### src/rtl/ccp_pkg.sv
`timescale 1ns/1ps
// Package: shared types and encodings of the capture-compare-PWM channel.
// Assumes the control register is exactly eight bits wide.
package ccp_pkg;

    // Control register, bit 7 first.
    typedef struct packed {
        logic       flag;   // event flag, write 0 to clear
        logic       ie;     // interrupt enable
        logic [1:0] mode;   // 00 capture, 01 compare, 1x buffered compare
        logic [1:0] sel;    // edge or output action select
        logic       tov;    // toggle on overflow
        logic       maxd;   // force output high (100% duty)
    } ccp_ctl_t;

    localparam logic [1:0] MODE_CAPTURE = 2'b00;
    localparam logic [1:0] SEL_OFF      = 2'b00;
    localparam logic [1:0] SEL_TOGGLE   = 2'b01;
    localparam logic [1:0] SEL_LOW      = 2'b10;
    localparam logic [1:0] SEL_HIGH     = 2'b11;

endpackage

### src/rtl/ccp_edge_det.sv
`timescale 1ns/1ps
// Module: ccp_edge_det
// Brings an asynchronous pin into the clock domain through a flop chain and
// reports one-cycle rising and falling edge pulses of the synchronized level.
// Assumes SYNC_STAGES >= 2. All flops reset to 0.
module ccp_edge_det #(
    parameter int SYNC_STAGES = 2
) (
    input  logic clk,
    input  logic rst_n,
    input  logic pin_in,
    output logic rise,
    output logic fall
);
    localparam int TOP = SYNC_STAGES - 1;

    logic [TOP:0] sync_q;
    logic         last_q;

    // Shift the pin through the synchronizer chain.
    always_ff @(posedge clk) begin
        if (!rst_n) sync_q <= '0;
        else        sync_q <= {sync_q[TOP-1:0], pin_in};
    end

    // Remember the previous synchronized level for edge detection.
    always_ff @(posedge clk) begin
        if (!rst_n) last_q <= 1'b0;
        else        last_q <= sync_q[TOP];
    end

    // Edge pulses from the current and previous synchronized levels.
    always_comb begin
        rise = sync_q[TOP] & ~last_q;
        fall = ~sync_q[TOP] & last_q;
    end

endmodule

### src/rtl/ccp_regs.sv
`timescale 1ns/1ps
// Module: ccp_regs
// Holds the control register, the channel value register (byte-addressed,
// high byte first) and the overflow-loaded compare buffer; serves bus reads.
// Assumes CNT_W is a multiple of 8 and 1 + CNT_W/8 addresses fit in ADDR_W.
module ccp_regs
    import ccp_pkg::*;
#(
    parameter int CNT_W  = 16,
    parameter int ADDR_W = 2
) (
    input  logic              clk,
    input  logic              rst_n,
    input  logic              bus_sel,
    input  logic              bus_we,
    input  logic [ADDR_W-1:0] bus_addr,
    input  logic [7:0]        bus_wdata,
    input  logic              cap_load,
    input  logic              flag_set,
    input  logic [CNT_W-1:0]  cnt_val,
    input  logic              cnt_ovf,
    output ccp_ctl_t          ctl,
    output logic [CNT_W-1:0]  chan_val,
    output logic [CNT_W-1:0]  cmp_val,
    output logic [7:0]        bus_rdata
);
    localparam int NBYTES = CNT_W / 8;

    ccp_ctl_t         ctl_q;
    logic             wr_ctl;
    logic             flag_nxt;
    logic [CNT_W-1:0] buf_q;

    // Decode a write to the control register.
    assign wr_ctl = bus_sel & bus_we & (bus_addr == '0);

    // Flag: set event wins over a write-0 clear; write-1 keeps it.
    always_comb begin
        flag_nxt = ctl_q.flag;
        if (wr_ctl && !bus_wdata[7]) flag_nxt = 1'b0;
        if (flag_set)                flag_nxt = 1'b1;
    end

    // Control register update.
    always_ff @(posedge clk) begin
        if (!rst_n) begin
            ctl_q <= '0;
        end else begin
            ctl_q.flag <= flag_nxt;
            if (wr_ctl)
                {ctl_q.ie, ctl_q.mode, ctl_q.sel, ctl_q.tov, ctl_q.maxd} <= bus_wdata[6:0];
        end
    end

    // One byte lane of the value register per generate iteration.
    for (genvar b = 0; b < NBYTES; b++) begin : g_byte
        localparam int LSB = CNT_W - 8 * (b + 1);
        logic       wr_b;
        logic [7:0] byte_q;

        assign wr_b = bus_sel & bus_we & (bus_addr == ADDR_W'(b + 1));

        // Capture has priority over a software write of this byte.
        always_ff @(posedge clk) begin
            if (!rst_n)        byte_q <= '0;
            else if (cap_load) byte_q <= cnt_val[LSB +: 8];
            else if (wr_b)     byte_q <= bus_wdata;
        end

        assign chan_val[LSB +: 8] = byte_q;
    end

    // Compare buffer reloaded from the value register at each overflow.
    always_ff @(posedge clk) begin
        if (!rst_n)       buf_q <= '0;
        else if (cnt_ovf) buf_q <= chan_val;
    end

    // Effective compare value: buffered copy in mode 1x, direct otherwise.
    assign cmp_val = ctl_q.mode[1] ? buf_q : chan_val;
    assign ctl     = ctl_q;

    // Combinational read multiplexer.
    always_comb begin
        bus_rdata = '0;
        if (bus_addr == '0) bus_rdata = ctl_q;
        for (int b = 0; b < NBYTES; b++) begin
            if (bus_addr == ADDR_W'(b + 1))
                bus_rdata = chan_val[CNT_W - 8 * (b + 1) +: 8];
        end
    end

endmodule

### src/rtl/ccp_out_ctl.sv
`timescale 1ns/1ps
// Module: ccp_out_ctl
// Keeps the channel output level: match actions, toggle on overflow (match
// takes priority), and forcing of the pin high for 100% duty.
// Assumes out_en already folds in output mode and a non-zero select.
module ccp_out_ctl
    import ccp_pkg::*;
(
    input  logic       clk,
    input  logic       rst_n,
    input  logic       out_en,
    input  logic [1:0] act,
    input  logic       tov,
    input  logic       maxd,
    input  logic       match,
    input  logic       ovf,
    output logic       pin_out
);
    logic out_q;

    // Output level update; a match action masks the overflow toggle.
    always_ff @(posedge clk) begin
        if (!rst_n) begin
            out_q <= 1'b0;
        end else if (out_en) begin
            if (match) begin
                case (act)
                    SEL_TOGGLE: out_q <= ~out_q;
                    SEL_LOW:    out_q <= 1'b0;
                    SEL_HIGH:   out_q <= 1'b1;
                    default:    out_q <= out_q;
                endcase
            end else if (tov && ovf) begin
                out_q <= ~out_q;
            end
        end
    end

    // Force-max overrides the stored level.
    assign pin_out = out_q | (maxd & out_en);

endmodule

### src/rtl/tmr_ccp_channel.sv
`timescale 1ns/1ps
// Module: tmr_ccp_channel (top)
// One timer channel: input capture, output compare or edge-aligned PWM on a
// shared counter. Decodes capture and match events, drives the flag, the
// interrupt request and the pin enable.
// Assumes cnt_ovf is high for one cycle when the counter wraps.
module tmr_ccp_channel
    import ccp_pkg::*;
#(
    parameter int CNT_W       = 16,
    parameter int ADDR_W      = 2,
    parameter int SYNC_STAGES = 2
) (
    input  logic              clk,
    input  logic              rst_n,
    input  logic [CNT_W-1:0]  cnt_val,
    input  logic              cnt_ovf,
    input  logic              bus_sel,
    input  logic              bus_we,
    input  logic [ADDR_W-1:0] bus_addr,
    input  logic [7:0]        bus_wdata,
    output logic [7:0]        bus_rdata,
    input  logic              pin_in,
    output logic              pin_out,
    output logic              pin_oe,
    output logic              irq
);
    ccp_ctl_t         ctl_q;
    logic [CNT_W-1:0] chan_val;
    logic [CNT_W-1:0] cmp_val;
    logic             rise, fall;
    logic             cap_evt, match, flag_set;
    logic             out_mode, out_en;

    ccp_edge_det #(.SYNC_STAGES(SYNC_STAGES)) edge_i (
        .clk   (clk),
        .rst_n (rst_n),
        .pin_in(pin_in),
        .rise  (rise),
        .fall  (fall)
    );

    // Event decode: capture on selected edges, match on counter equality.
    always_comb begin
        out_mode = (ctl_q.mode != MODE_CAPTURE);
        out_en   = out_mode & (ctl_q.sel != SEL_OFF);
        cap_evt  = ~out_mode & ((ctl_q.sel[0] & rise) | (ctl_q.sel[1] & fall));
        match    = out_mode & (cnt_val == cmp_val);
        flag_set = cap_evt | match;
    end

    ccp_regs #(.CNT_W(CNT_W), .ADDR_W(ADDR_W)) regs_i (
        .clk      (clk),
        .rst_n    (rst_n),
        .bus_sel  (bus_sel),
        .bus_we   (bus_we),
        .bus_addr (bus_addr),
        .bus_wdata(bus_wdata),
        .cap_load (cap_evt),
        .flag_set (flag_set),
        .cnt_val  (cnt_val),
        .cnt_ovf  (cnt_ovf),
        .ctl      (ctl_q),
        .chan_val (chan_val),
        .cmp_val  (cmp_val),
        .bus_rdata(bus_rdata)
    );

    ccp_out_ctl out_i (
        .clk    (clk),
        .rst_n  (rst_n),
        .out_en (out_en),
        .act    (ctl_q.sel),
        .tov    (ctl_q.tov),
        .maxd   (ctl_q.maxd),
        .match  (match),
        .ovf    (cnt_ovf),
        .pin_out(pin_out)
    );

    // Pin enable and interrupt request.
    assign pin_oe = out_en;
    assign irq    = ctl_q.flag & ctl_q.ie;

endmodule

### config.mk
export PLATFORM = sky130hd
export DESIGN_NAME = tmr_ccp_channel
export DESIGN_NICKNAME = d
export VERILOG_FILES = /design/src/rtl/ccp_pkg.sv /design/src/rtl/ccp_edge_det.sv /design/src/rtl/ccp_regs.sv /design/src/rtl/ccp_out_ctl.sv /design/src/rtl/tmr_ccp_channel.sv
export SDC_FILE = /design/constraint.sdc
export NUM_CORES = 1
export LEC_CHECK = 0
export CAP_MARGIN = 20
export CORE_MARGIN = 10
export CORE_UTILIZATION = 40
export DETAILED_ROUTE_END_ITERATION = 10
export MAX_ROUTING_LAYER = met4
export SLEW_MARGIN = 25
export SYNTH_ARGS = -nofsm -noshare
export SYNTH_HDL_FRONTEND = slang
export SYNTH_HIERARCHICAL = 1
export SYNTH_SLANG_ARGS = --single-unit
### constraint.sdc
create_clock -name clk -period 3.7 [get_ports clk]
set_input_delay 0.74 -clock clk [delete_from_list [all_inputs] [get_ports clk]]
set_output_delay 0.74 -clock clk [all_outputs]
set_load 0.1 [all_outputs]
==> results of run 1 <==
[cell type report]
type,instances,area (µm²)
flip-flops and latches,44,881
fillers,568,2830
well taps,75,93.8
repair buffers,51,563
multi-input cells,186,1490
clock inverters,2,38.8
clock buffers,6,82.6
inverters,4,15.0
[synth_stat cells]
master,instances
a211oi_1,1
a21oi_1,1
a22oi_1,1
and2_1,4
and4b_1,2
buf_2,12
buf_4,2
clkbuf_1,6
dfxtp_1,44
inv_1,4
mux2_2,16
mux2i_1,47
nand2_1,12
nand3_1,1
nand3b_1,1
nand4_1,1
nor2_1,2
nor2b_1,26
nor4_1,2
nor4_2,1
nor4bb_2,1
o211a_1,17
o21ai_0,26
o22a_1,1
o31a_1,1
o31ai_1,1
or2_1,2
or2_2,1
or3_1,1
xnor2_1,9
xor2_1,8
[metal layers]
layer	share of wire, %	track usage [%]	vias up
met3	3.2	2.16	6
met4	1.1	4.96	0
li1	-	-	979
met2	48	22.3	31
met1	48	17.6	923
met5	0	-	-
[logic make-up after synthesis]
group / synth area share, %
xor gates and xnor gates: 6.00
muxes: 26.2
and+or+nand+nor: 13.9
AOI/OAI and AO/OA: 13.9
DFF: 35.5
buffers and inverters: 4.53
[flip-flops by register name, summed over array words and instances (netlist names)]
name and cells:
regs_i/buf_q 16, regs_i/g_byte.byte_q 16, regs_i/ctl 8, edge_i/sync_q 2
edge_i/last_q 1, out_i/out_q 1
[power groups by stage]
stage          Sequential, mW  Combinational [mW]  Clock (mW)
2_1_floorplan           0.505              0.0968           0
5_1_grt                 0.500               0.181       0.425
6_report                0.498               0.169       0.398
3_5_place_dp            0.510               0.170           0
4_1_cts                 0.498               0.170       0.407
3_3_place_gp            0.509               0.169           0
[through the flow]
stage	setup WS, ps	power [mW]
final	632	1.07
after global routing	518	1.11
after CTS	630	1.08
after detailed placement	615	0.679
after global placement	629	0.678
after floorplan	579	0.602
[worst reg2reg max path: stages (launching register included)]
cell and delay (ps):
dfxtp_1 440, buf_4 300, mux2_2 380, xor2_1 160
nor4_1 280, nand2_1 130, nor4_2 390, inv_1 70
o211a_1 220, o31a_1 280
[layout by cell type (no fill, tap or decap), types with 2 or more instances in the layout]
master            n
or2_1             2
nor4_1            2
o21ai_1           8
buf_4            11
mux2i_1          47
o211a_1          17
o21ai_0          18
nor2b_1          26
xnor2_1           9
and4b_1           2
clkdlybuf4s50_1  32
clkbuf_8          6
mux2_2           16
and2_1            4
xor2_1            8
dfxtp_1          44
inv_1             4
nand2_1          12
buf_12            8
nor2_1            2
[how the worst max path moves through the flow]
stage,startpoint,to,slack (ps),cells after the start
after floorplan,bus_addr[0],bus_rdata[2],580,3
after global placement,cnt_val[10],out_i/out_q,630,8
after detailed placement,cnt_val[10],out_i/out_q,610,8
after CTS,bus_addr[0],bus_rdata[4],630,6
after global routing,bus_addr[0],bus_rdata[4],520,6
final,bus_addr[0],bus_rdata[4],630,6
==> results.yml, run 1 <==
status:
  status: "finished clean"
clock_network:
  clkSlewWorstSetupHoldPaths_ps: 80
  cts_resized: 0
  root_buffer: "clkbuf_8"
  cts_setup_buffers: 0
  numCtsBuffers: 5
  ctsHtreeMaxLevel: 2
  cts_tree: "done"
  worstSkewPairLatency_ps: 310
  postCtsHoldBufs: 0
  cts_sinks: 44
  clockBufferDepth: 2
drt:
  wl_mm: 6.77
  vias: 1939
  drt_iter0_drc: 64
  ant_nets: 0
  drc: 0
  wl_per_cell_um: 18.4
  vias_per_cell: 5.27
  first_pass_iters: 4
power_and_ir_drop:
  combPwrFrac_pct: 15.9
  switching_share_pct: 25.6
  p_seq_share_pct: 46.7
  clkPwrFrac_pct: 37.4
  p_switching_mw: 0.273
  powerDensity_nw_per_um2: 337
  ir_drop_mv: 0.255
  p_int_mw: 0.793
  power.leakage_nw: 1.37
place:
  placed_area_um2: 3040
  hpwl_mm: 5.05
  gp_congestion: 0.781
  placedCellCount: 360
  portBuffers: 42
global_route:
  antenna_found_initial: 0
  grt_pass1_wl_mm: 10.9
  grt_max_degree: 28
  grt.overflow.total: 0
  grt_pass1_vias: 1981
  grtUsageTotal_pct: 14.1
floorplanning:
  design.portCount: 43
  die_area_um2: 9760
  die_h_um: 98.8
  core_area_um2: 5990
  start_util_pct: 41.5
  std_cell_rows: 28
  die_w_um: 98.8
sta:
  setup_tns_ps: 0
  hold_slack_ps: 461
  skew_ps: 8.17
  min_period_over_period_pct: 82.9
  tightest_slew_ps: 968
  finalHoldViolCount: 0
  rsz0062_at_grt: "false"
  finalSetupViolCount: 0
  fmax_mhz: 326
  min_period_ps: 3070
  finalMaxSlewViolations: 0
  slew_headroom_pct: 35.3
setup_path:
  path_buf_inv: 3
  worstPathRequired_ps: 2960
  crit_path_end_kind: "primary output"
  cp.arrival_ps: 2330
  path_class: "in -> out"
  r2r_start: "regs_i/ctl[5]"
  start_kind: "input pin"
  cp_top_family: "buffers and inverters"
  regToRegEndpoint: "out_i/out_q"
  reg2reg_slack_ps: 940
  rr_worst_depth: 9
  crit_slowest_cell: "clkdlybuf4s50_1"
  max_stage_delay_ps: 730
  cp_max_fo: 12
  crit_chain: "clkdlybuf4s50_1 -> nor2b_1 -> buf_4 -> nand2_1 -> o21ai_1 -> buf_12"
cells_and_area:
  utilization_pct: 52.8
  final_cells: 368
  antennaDiodeCount: 0
  drive_above_1_share_pct: 15.7
  final_cell_area_um2: 3160
  area_growth_pct: 27.4
  final_nets: 324
logic_synthesis:
  yosysUniqueCellTypes: 31
  synth_top_cell_by_area: "dfxtp_1"
  synthesis.area_um2: 2480
  synth_warnings: 6
  ys_seq_area_share_pct: 35.5
  syn-mean-instance-area_um2: 9.78
  synth_top_area_share_pct: 35.5
  syn_inst: 254
  synth_area_leaders: "dfxtp_1, mux2i_1, mux2_2, o211a_1, nor2b_1"
  syn-num-nets: 286
  synth-seq-cells: 44
job:
  maxCapViolations: 0
worst_hold_path:
  hold_class: "reg -> reg"
  holdPathStages: 1
  holdPathEnd: "edge_i/sync_q[1]"
  worstHoldStart: "edge_i/sync_q[0]"
(Power assumes the default switching activity.)
==> run 2, diff against run 1 <==
- PLACE_DENSITY: unset -> 0.66
- clock period: 3.7 -> 2.7 ns (I/O delays scaled with it)
==> results.yml, run 2 (synthesis gave the netlist of run 1 again) <==
clock_network:
  numCtsBuffers: 5
  cts_sinks: 44
  clockBufferDepth: 2
  clkSlewWorstSetupHoldPaths_ps: 80
  worstSkewPairLatency_ps: 310
  ctsHtreeMaxLevel: 2
  cts_setup_buffers: 0
  root_buffer: "clkbuf_8"
  cts_tree: "done"
sta:
  finalSetupViolCount: 0
  fmax_mhz: 402
  hold_slack_ps: 445
  rsz0062_at_grt: "false"
  finalMaxSlewViolations: 0
  skew_ps: 5.79
  finalHoldViolCount: 0
  min_period_over_period_pct: 92.1
  slew_headroom_pct: 68.8
  tightest_slew_ps: 468
  min_period_ps: 2490
  setup_tns_ps: 0
power_and_ir_drop:
  power.leakage_nw: 1.43
  p_switching_mw: 0.365
  clkPwrFrac_pct: 32.0
  p_total_mw: 1.36
  p_int_mw: 0.999
  switching_share_pct: 26.8
  combPwrFrac_pct: 18.0
  ir_drop_mv: 0.225
  p_seq_share_pct: 50.0
  powerDensity_nw_per_um2: 418
drt:
  drt_iter0_drc: 117
  vias_per_cell: 5.27
  vias: 1983
  first_pass_iters: 4
  wl_mm: 6.75
  ant_nets: 0
  wl_per_cell_um: 18.0
  drc: 0
global_route:
  grt_pass1_vias: 2084
  grt.overflow.total: 0
  antenna_found_initial: 0
  grt_pass1_wl_mm: 11.0
  grt_max_degree: 24
  grtUsageTotal_pct: 14.2
floorplanning:
  design.portCount: 43
  die_area_um2: 9760
  die_h_um: 98.8
  start_util_pct: 41.5
  std_cell_rows: 28
  die_w_um: 98.8
  core_area_um2: 5990
cells_and_area:
  area_growth_pct: 31.3
  antennaDiodeCount: 0
  drive_above_1_share_pct: 20.6
  layout_common_cells: "mux2i_1, dfxtp_1, clkdlybuf4s50_1"
  layout_commonest_cell: "mux2i_1"
  fillers: 531
  final_cell_area_um2: 3260
  final_nets: 332
place:
  hpwl_mm: 5.08
  portBuffers: 42
  gp_congestion: 0.785
  placed_area_um2: 3160
setup_path:
  cp_top_family: "simple AND/OR/NAND/NOR gates"
  start_kind: "flip-flop"
  cp.arrival_ps: 2680
  crit_path_end_kind: "flip-flop"
  crit_slowest_cell: "dfxtp_1"
  path_buf_inv: 3
  max_stage_delay_ps: 370
  path_class: "reg -> reg"
  worstPathRequired_ps: 2890
  cp_common_cell: "buf_4"
  crit_chain: "buf_4 -> mux2_2 -> xor2_1 -> nor4_1 -> buf_4 -> nand2_1 -> nor4_4 -> buf_4 -> nand3b_1 -> a211oi_1 -> o31a_1"
  cp_max_fo: 5
job:
  maxCapViolations: 0
status:
  status: "finished clean"
worst_hold_path:
  hold_class: "reg -> reg"
run 2: cell count changes in the layout (fill, tap and decap cells not counted), sizes merged:
cell and change:
clkbuf +2, clkdlybuf4s50 -1, clkinv -1, buf +9
bufinv -1
run 2: power by group through the flow:
| stage | Combinational [mW] | Clock (mW) | Sequential (mW) |
|---|---|---|---|
| global placement | 0.242 | 0 | 0.697 |
| floorplan | 0.136 | 0 | 0.692 |
| global route | 0.261 | 0.469 | 0.685 |
| finish | 0.245 | 0.436 | 0.682 |
| detailed placement | 0.243 | 0 | 0.697 |
| CTS | 0.244 | 0.445 | 0.682 |
run 2: worst paths after layout:
path              slack (ps)  cells after the start             start          endpoint
hold / removal           450                      1  edge_i/sync_q[0]  edge_i/sync_q[1]
setup reg to reg         210                     11     regs_i/ctl[5]       out_i/out_q
hold reg to reg          450                      1  edge_i/sync_q[0]  edge_i/sync_q[1]
setup / recovery         210                     11     regs_i/ctl[5]       out_i/out_q
run 2: timing repair:
item / in CTS / in global routing
hold buffers: 0 / 0
gates resized for setup: 0 / 2
setup endpoints to repair: 0 / 1
run 2: routing by layer:
| metal | up-vias | track usage, % | wire length, µm |
|---|---|---|---|
| met4 | 0 | 3.97 | 55 |
| met2 | 44 | 22.0 | 3110 |
| met1 | 941 | 18.4 | 3380 |
| li1 | 991 | - | - |
| met3 | 7 | 2.79 | 206 |
| met5 | - | - | 0 |
run 2: worst reg2reg max path, cell delays in order (launching register included):
cell      delay [ps]
dfxtp_1          370
buf_4            160
mux2_2           340
xor2_1           160
nor4_1           310
buf_4            160
nand2_1           90
nor4_4           180
buf_4            160
nand3b_1         120
a211oi_1          90
o31a_1           240
run 2: metrics by stage:
step | utilization [%] | worst slack (ps) | instances
5_1_grt | 54.4 | 68.0 | 376
4_1_cts | 54.2 | 43.6 | 376
3_3_place_gp | 52.7 | -31.5 | 368
3_5_place_dp | 52.7 | -52.0 | 368
6_report | 54.4 | 214 | 376
2_1_floorplan | - | 108 | 254
run 2: cell type report:
cell class	count	area (µm²)	share of cell area (%)
multi-input combinational	186	1540	47.1
sequential	44	881	27.0
timing repair buffer	59	646	19.8
tap	75	93.8	2.88
clock buffer	8	90.1	2.76
inverter	4	15.0	0.460
